**src/rtl/gpio16_pkg.sv**
```systemverilog
package gpio16_pkg;
    localparam int unsigned GPIO_W    = 16;
    localparam int unsigned BUS_AW    = 8;
    localparam int unsigned REG_COUNT = 7;
    localparam logic [1:0]  ACC_W16   = 2'b01;

    typedef enum logic [2:0] {
        RG_INPUT  = 3'd0,
        RG_OUTPUT = 3'd1,
        RG_DIR    = 3'd2,
        RG_EDGE   = 3'd3,
        RG_MASK   = 3'd4,
        RG_STATUS = 3'd5,
        RG_PINEN  = 3'd6
    } reg_idx_e;
endpackage

```
**src/rtl/gpio16_sync.sv**
```systemverilog
module gpio16_sync #(
    parameter int unsigned WIDTH  = 16,
    parameter int unsigned STAGES = 2
) (
    input  logic             clk,
    input  logic             rst_n,
    input  logic [WIDTH-1:0] async_d,
    output logic [WIDTH-1:0] sync_q
);
    logic [WIDTH-1:0] stage_d [STAGES];
    logic [WIDTH-1:0] stage_q [STAGES];

    always_comb begin
        stage_d[0] = async_d;
        for (int i = 1; i < STAGES; i++) begin
            stage_d[i] = stage_q[i-1];
        end
    end

    generate
        for (genvar g = 0; g < STAGES; g++) begin : g_stage
            always_ff @(posedge clk) begin
                if (!rst_n) begin
                    stage_q[g] <= '0;
                end else begin
                    stage_q[g] <= stage_d[g];
                end
            end
        end
    endgenerate

    assign sync_q = stage_q[STAGES-1];
endmodule

```
**src/rtl/gpio16_edge.sv**
```systemverilog
module gpio16_edge #(
    parameter int unsigned WIDTH = 16
) (
    input  logic             clk,
    input  logic             rst_n,
    input  logic [WIDTH-1:0] sample,
    input  logic [WIDTH-1:0] dir_in,
    input  logic [WIDTH-1:0] rise_sel,
    input  logic [WIDTH-1:0] mask,
    output logic [WIDTH-1:0] event_hit
);
    logic [WIDTH-1:0] prev_d, prev_q;
    logic [WIDTH-1:0] rise, fall;

    always_comb begin
        prev_d    = sample;
        rise      = sample & ~prev_q;
        fall      = ~sample & prev_q;
        event_hit = ((rise_sel & rise) | (~rise_sel & fall)) & dir_in & ~mask;
    end

    always_ff @(posedge clk) begin
        if (!rst_n) begin
            prev_q <= '0;
        end else begin
            prev_q <= prev_d;
        end
    end
endmodule

```
**src/rtl/gpio16_regs.sv**
```systemverilog
module gpio16_regs
    import gpio16_pkg::*;
#(
    parameter int unsigned WIDTH  = 16,
    parameter int unsigned ADDR_W = 8
) (
    input  logic              clk,
    input  logic              rst_n,
    input  logic              bus_en,
    input  logic              bus_we,
    input  logic [1:0]        bus_width,
    input  logic [ADDR_W-1:0] bus_addr,
    input  logic [WIDTH-1:0]  bus_wdata,
    input  logic [WIDTH-1:0]  sample,
    input  logic [WIDTH-1:0]  event_hit,
    output logic [WIDTH-1:0]  out_val,
    output logic [WIDTH-1:0]  dir_val,
    output logic [WIDTH-1:0]  rise_val,
    output logic [WIDTH-1:0]  mask_val,
    output logic [WIDTH-1:0]  rdata,
    output logic              err,
    output logic              irq
);
    localparam int unsigned IW = ADDR_W - 2;
    localparam logic [IW-1:0] NREG = IW'(REG_COUNT);

    typedef struct packed {
        logic [WIDTH-1:0] outv;
        logic [WIDTH-1:0] dir;
        logic [WIDTH-1:0] rise;
        logic [WIDTH-1:0] mask;
        logic [WIDTH-1:0] sts;
        logic [WIDTH-1:0] pinen;
        logic [WIDTH-1:0] rdata;
        logic             err;
        logic             irq;
    } regs_t;

    regs_t            st_d, st_q;
    logic [IW-1:0]    word_idx;
    reg_idx_e         idx;
    logic             size_ok, hit, wr_sts;
    logic [WIDTH-1:0] clr;

    always_comb begin
        word_idx = bus_addr[ADDR_W-1:2];
        idx      = reg_idx_e'(word_idx[2:0]);
        size_ok  = (bus_width == ACC_W16);
        hit      = (bus_addr[1:0] == 2'b00) && (word_idx < NREG);
        wr_sts   = bus_en && bus_we && size_ok && hit && (idx == RG_STATUS);

        st_d     = st_q;
        st_d.err = 1'b0;
        clr      = '0;
        if (bus_en) begin
            if (!size_ok || !hit) begin
                st_d.err   = 1'b1;
                st_d.rdata = '0;
            end else if (bus_we) begin
                case (idx)
                    RG_OUTPUT: st_d.outv  = bus_wdata;
                    RG_DIR:    st_d.dir   = bus_wdata;
                    RG_EDGE:   st_d.rise  = bus_wdata;
                    RG_MASK:   st_d.mask  = bus_wdata;
                    RG_STATUS: clr        = bus_wdata;
                    RG_PINEN:  st_d.pinen = bus_wdata;
                    default:   ;
                endcase
            end else begin
                case (idx)
                    RG_INPUT:  st_d.rdata = sample & st_q.pinen;
                    RG_OUTPUT: st_d.rdata = st_q.outv;
                    RG_DIR:    st_d.rdata = st_q.dir;
                    RG_EDGE:   st_d.rdata = st_q.rise;
                    RG_MASK:   st_d.rdata = st_q.mask;
                    RG_STATUS: st_d.rdata = st_q.sts;
                    RG_PINEN:  st_d.rdata = st_q.pinen;
                    default:   st_d.rdata = '0;
                endcase
            end
        end
        // A new event is ORed in after the clear, so the set wins.
        st_d.sts = (st_q.sts & ~clr) | event_hit;
        st_d.irq = |st_d.sts;
    end

    always_ff @(posedge clk) begin
        if (!rst_n) begin
            st_q.outv  <= '1;
            st_q.dir   <= '1;
            st_q.rise  <= '1;
            st_q.mask  <= '1;
            st_q.sts   <= '0;
            st_q.pinen <= '1;
            st_q.rdata <= '0;
            st_q.err   <= 1'b0;
            st_q.irq   <= 1'b0;
        end else begin
            st_q <= st_d;
        end
    end

    assign out_val  = st_q.outv;
    assign dir_val  = st_q.dir;
    assign rise_val = st_q.rise;
    assign mask_val = st_q.mask;
    assign rdata    = st_q.rdata;
    assign err      = st_q.err;
    assign irq      = st_q.irq;

    a_r8_set_wins: assert property (@(posedge clk) disable iff (!rst_n)
        (|event_hit) |=> ((st_q.sts & $past(event_hit)) == $past(event_hit)));

    a_r6_w1c_clears: assert property (@(posedge clk) disable iff (!rst_n)
        (wr_sts && ((event_hit & bus_wdata) == '0)) |=> ((st_q.sts & $past(bus_wdata)) == '0));

    a_r7_irq_holds: assert property (@(posedge clk) disable iff (!rst_n)
        (st_q.irq && !wr_sts) |=> st_q.irq);

    a_r7_irq_low_empty: assert property (@(posedge clk) disable iff (!rst_n)
        !st_q.irq |-> (st_q.sts == '0));

    a_r10_bad_width: assert property (@(posedge clk) disable iff (!rst_n)
        (bus_en && (bus_width != ACC_W16)) |=> (st_q.err && (st_q.rdata == '0)));

    a_r11_unmapped_read: assert property (@(posedge clk) disable iff (!rst_n)
        (bus_en && !bus_we && size_ok && !hit) |=> (st_q.err && (st_q.rdata == '0)));
endmodule

```
**src/rtl/gpio16_port.sv**
```systemverilog
module gpio16_port
    import gpio16_pkg::*;
#(
    parameter int unsigned WIDTH       = GPIO_W,
    parameter int unsigned ADDR_W      = BUS_AW,
    parameter int unsigned SYNC_STAGES = 2
) (
    input  logic              clk,
    input  logic              rst_n,
    input  logic              bus_en,
    input  logic              bus_we,
    input  logic [1:0]        bus_width,
    input  logic [ADDR_W-1:0] bus_addr,
    input  logic [WIDTH-1:0]  bus_wdata,
    output logic [WIDTH-1:0]  bus_rdata,
    output logic              bus_err,
    input  logic [WIDTH-1:0]  pin_in,
    output logic [WIDTH-1:0]  pin_out,
    output logic [WIDTH-1:0]  pin_oe,
    output logic              irq
);
    logic [WIDTH-1:0] sample, event_hit, out_val, dir_val, rise_val, mask_val;

    gpio16_sync #(.WIDTH(WIDTH), .STAGES(SYNC_STAGES)) u_sync (
        .clk     (clk),
        .rst_n   (rst_n),
        .async_d (pin_in),
        .sync_q  (sample)
    );

    gpio16_edge #(.WIDTH(WIDTH)) u_edge (
        .clk       (clk),
        .rst_n     (rst_n),
        .sample    (sample),
        .dir_in    (dir_val),
        .rise_sel  (rise_val),
        .mask      (mask_val),
        .event_hit (event_hit)
    );

    gpio16_regs #(.WIDTH(WIDTH), .ADDR_W(ADDR_W)) u_regs (
        .clk       (clk),
        .rst_n     (rst_n),
        .bus_en    (bus_en),
        .bus_we    (bus_we),
        .bus_width (bus_width),
        .bus_addr  (bus_addr),
        .bus_wdata (bus_wdata),
        .sample    (sample),
        .event_hit (event_hit),
        .out_val   (out_val),
        .dir_val   (dir_val),
        .rise_val  (rise_val),
        .mask_val  (mask_val),
        .rdata     (bus_rdata),
        .err       (bus_err),
        .irq       (irq)
    );

    assign pin_oe  = ~dir_val;
    assign pin_out = out_val & ~dir_val;
endmodule

```
**config.mk**
```make
export PLATFORM = sky130hd
export DESIGN_NAME = gpio16_port
export DESIGN_NICKNAME = d
export VERILOG_FILES = /design/src/rtl/gpio16_pkg.sv /design/src/rtl/gpio16_sync.sv /design/src/rtl/gpio16_edge.sv /design/src/rtl/gpio16_regs.sv /design/src/rtl/gpio16_port.sv
export SDC_FILE = /design/constraint.sdc
export NUM_CORES = 1
export LEC_CHECK = 0
export BUFFER_PORTS_ARGS = -buffer_cell sky130_fd_sc_hd__buf_2
export CAP_MARGIN = 10
export CORE_UTILIZATION = 50
export DETAILED_ROUTE_END_ITERATION = 16
export PLACE_DENSITY_LB_ADDON = 0.05
export RECOVER_POWER = 50
export SKIP_CTS_REPAIR_TIMING = 1
export SYNTH_ARGS = -nofsm -noshare
export SYNTH_HDL_FRONTEND = slang
export SYNTH_HIERARCHICAL = 1
export SYNTH_SLANG_ARGS = --single-unit
```
**constraint.sdc**
```tcl
create_clock -name clk -period 3.26 [get_ports clk]
set_input_delay 0.489 -clock clk [delete_from_list [all_inputs] [get_ports clk]]
set_output_delay 0.489 -clock clk [all_outputs]
set_load 0.02 [all_outputs]
```
==> results.md <==
- Clock root buffer: clkbuf_16
- DRT antenna net count: 0
- RSZ-0062 raised after global routing: false
- Fin crit share: 80.2%
- Gr usage total: 25.3%
- First-pass GRT wire length: 30.6 mm
- Worst min path class: in2reg
- Post-synth EDFFs: 0
- Syn Area/Cell: between 8 and 9 um^2
- Multi-input logic area: roughly 0.0035 mm^2
- Vias post-DR: around 6,100
- Top-count cell post-synth: dfxtp_1
- Netlist Area Pre-Place: 0.00769 mm^2
- Cell taking the most area after synthesis: dfxtp_1
- Clock slew at reported path FFs: roughly 0.07 ns
- Max VDD drop: 0.000407 V
- Port bufs: 95
- Failing checks: capacitance limit, slew limit
- Pwr dens: 518 mW/mm^2
- Vias per cell: 5.68
- Final Hold Vio Count: 0
- Critical path type: in2reg
- Gpl congestion: about 0.85
- RR Startpoint: u_sync/stage_q[1][9]
- Vias in the first global route: ~5,600
- Die span in y: 126 um
- Placed Area: 0.00781 mm^2
- Critical register-to-register path endpoint: u_regs/irq
- Fillers: around 1,400
- Crit-path max FO: 8
- Fin crit period: 2.62 ns
- # clock sinks: 162
- Deepest level of the CTS H-tree: 4
- Yosys cell types: 52
- Post-Layout Cell Count: 1,080
- TritonCTS Buffers: 17
- Share of cells above drive strength 1: approximately a fifth
- Worst EP required: 3.51 ns
- Ys async rst share: 0%
- TritonRoute pass-1 iters: 5
- CP Capture Type: register
- Net count after synthesis: 911
- CP Launch Type: input pin
- Placed cells: 1,047
- Final instance area: 0.00834 mm^2
- Layout Nets: 928
- Status: complete, but fails checks
- Arr. time, crit path: 2.87 ns
- DRC: 0
- Register area share after synthesis: 42.2%
- Setup crit end: u_regs/irq
- Slew Limit Fails: 140
- # IOs: 96
- Die W: 126 um
- DR iter-0 viols: 596
- Share of Yosys cell area claimed by the top area cell type: 42.2%
- CTS tree: done
- Final core utilization: 56.5%
- Yosys reg bits: 162
- Die ar.: 0.0159 mm^2
- Setup violators final: 0
- Seq. cell area: approximately 0.0032 mm^2
- Worst setup path startpoint: bus_addr[6]
- WL final: 19.9 mm
- Synth Flop Type: dfxtp_1
- Starting Density: between 50% and 60%
- Worst-Margin Slew: 2.53 ns
- Largest net degree at the start of global routing: 140
- Skew final: 0.00760 ns
- CTS max path bufs: 2
- Highest Clock Rate: 382 MHz
- Detailed placement HPWL: between 10 and 15 mm
- Yosys warns: 6
- Setup TNS: 0 ns
- FP Rows: 44
- P&R area growth vs syn: 8.43%
- Initial antenna violation count: 1
- Worst-Skew Late Latency: around 0.42 ns
- Ranking of synthesized cells by area: dfxtp_1 42%, buf_4 7.9%, mux2i_1 7.0%
- Internal reg-to-reg setup slack: ~1.4 ns
- Grt total ovfl: 0
- Reg2Reg Depth: 6
- Slew headroom: -69.0%
- Top cells by count, synth: 162 x dfxtp_1, 134 x nand2_1, 81 x buf_4, 54 x mux2i_1, 51 x a21oi_1
- WL per Instance: 18.5 um
- Leak pwr: 3.33 nW
- Mapped Cells: about 870
- MaxCap Viol Count: 1
- Core Area: 0.0148 mm^2
layout by cell type (no fill, tap or decap), types with 28 or more instances in the layout:
| cell | count |
|---|---|
| buf_2 | 44 |
| clkbuf_1 | 51 |
| dfxtp_1 | 162 |
| a21oi_1 | 51 |
| and2_2 | 48 |
| nand3_1 | 40 |
| mux2i_1 | 54 |
| inv_1 | 28 |
| nand2_1 | 134 |
area by class of cell:
type | count | area share (%)
inverter | 28 | 1.26
clock buffer | 19 | 5.43
antenna | 1 | 0.0300
clock inverter | 13 | 1.91
timing repair buffer | 123 | 7.43
sequential | 162 | 38.9
tap | 184 | 2.76
multi-input combinational | 550 | 42.3
kinds of logic (layout without fill, tap and decap cells):
| kind of cell | Yosys count | count (layout) | synth area share [%] |
|---|---|---|---|
| and+or+nand+nor | 353 | 353 | 25.6 |
| DFF | 162 | 162 | 42.2 |
| buffers and inverters | 153 | 183 | 11.9 |
| AOI/OAI and AO/OA | 130 | 130 | 11.3 |
| muxes | 67 | 67 | 8.93 |
| other | 0 | 1 | 0 |
power by group:
group          internal [mW]  total, mW  switching (mW)
sequential              2.00       2.02          0.0136
clock                   1.24       2.06           0.813
combinational         0.0951      0.247           0.152
total                   3.34       4.32           0.979
how the worst min path moves through the flow:
stage                               start                     to  slack, ns  cells past startpoint
floorplan           u_sync/stage_q[0][14]  u_sync/stage_q[1][14]       0.42                      1
global placement    u_sync/stage_q[0][14]  u_sync/stage_q[1][14]       0.43                      1
detailed placement  u_sync/stage_q[0][14]  u_sync/stage_q[1][14]       0.43                      1
CTS                            pin_in[12]  u_sync/stage_q[0][12]       0.27                      2
global route                    pin_in[4]   u_sync/stage_q[0][4]       0.27                      2
finish                         pin_in[10]  u_sync/stage_q[0][10]       0.28                      2
per-layer routing:
metal / GRT usage, % / share of wire [%] / vias up
met4: 8.93 / 1.8 / 0
met1: 36.0 / 48 / 2958
li1: - / - / 2911
met5: 0 / 0 / -
met2: 37.7 / 44 / 234
met3: 5.18 / 6.5 / 27
metrics by stage:
step | setup slack (ns) | hold WS (ns) | power [mW]
final | 0.645 | 0.281 | 4.32
after global routing | 0.454 | 0.265 | 4.47
after CTS | 0.815 | 0.265 | 4.36
after detailed placement | 0.386 | 0.429 | 2.31
after global placement | 0.457 | 0.428 | 2.30
after floorplan | 0.631 | 0.420 | 2.20
registers in the layout (all words and copies together), names as in the netlist:
register and count:
u_regs/rise_val 16, u_regs/mask_val 16, u_regs/dir_val 16, u_regs/st_q 32, u_regs/rdata 16, u_regs/err 1
u_edge/prev_q 16, u_sync/stage_q 32, u_regs/irq 1, u_regs/out_val 16
critical path, stage by stage:
cell       delay [ns]
buf_2            0.09
or4_1            0.69
o41ai_1          0.54
nand4_1          0.24
a2111oi_0        0.62
a41oi_1          0.19
Power figures use the tool's default switching activity.
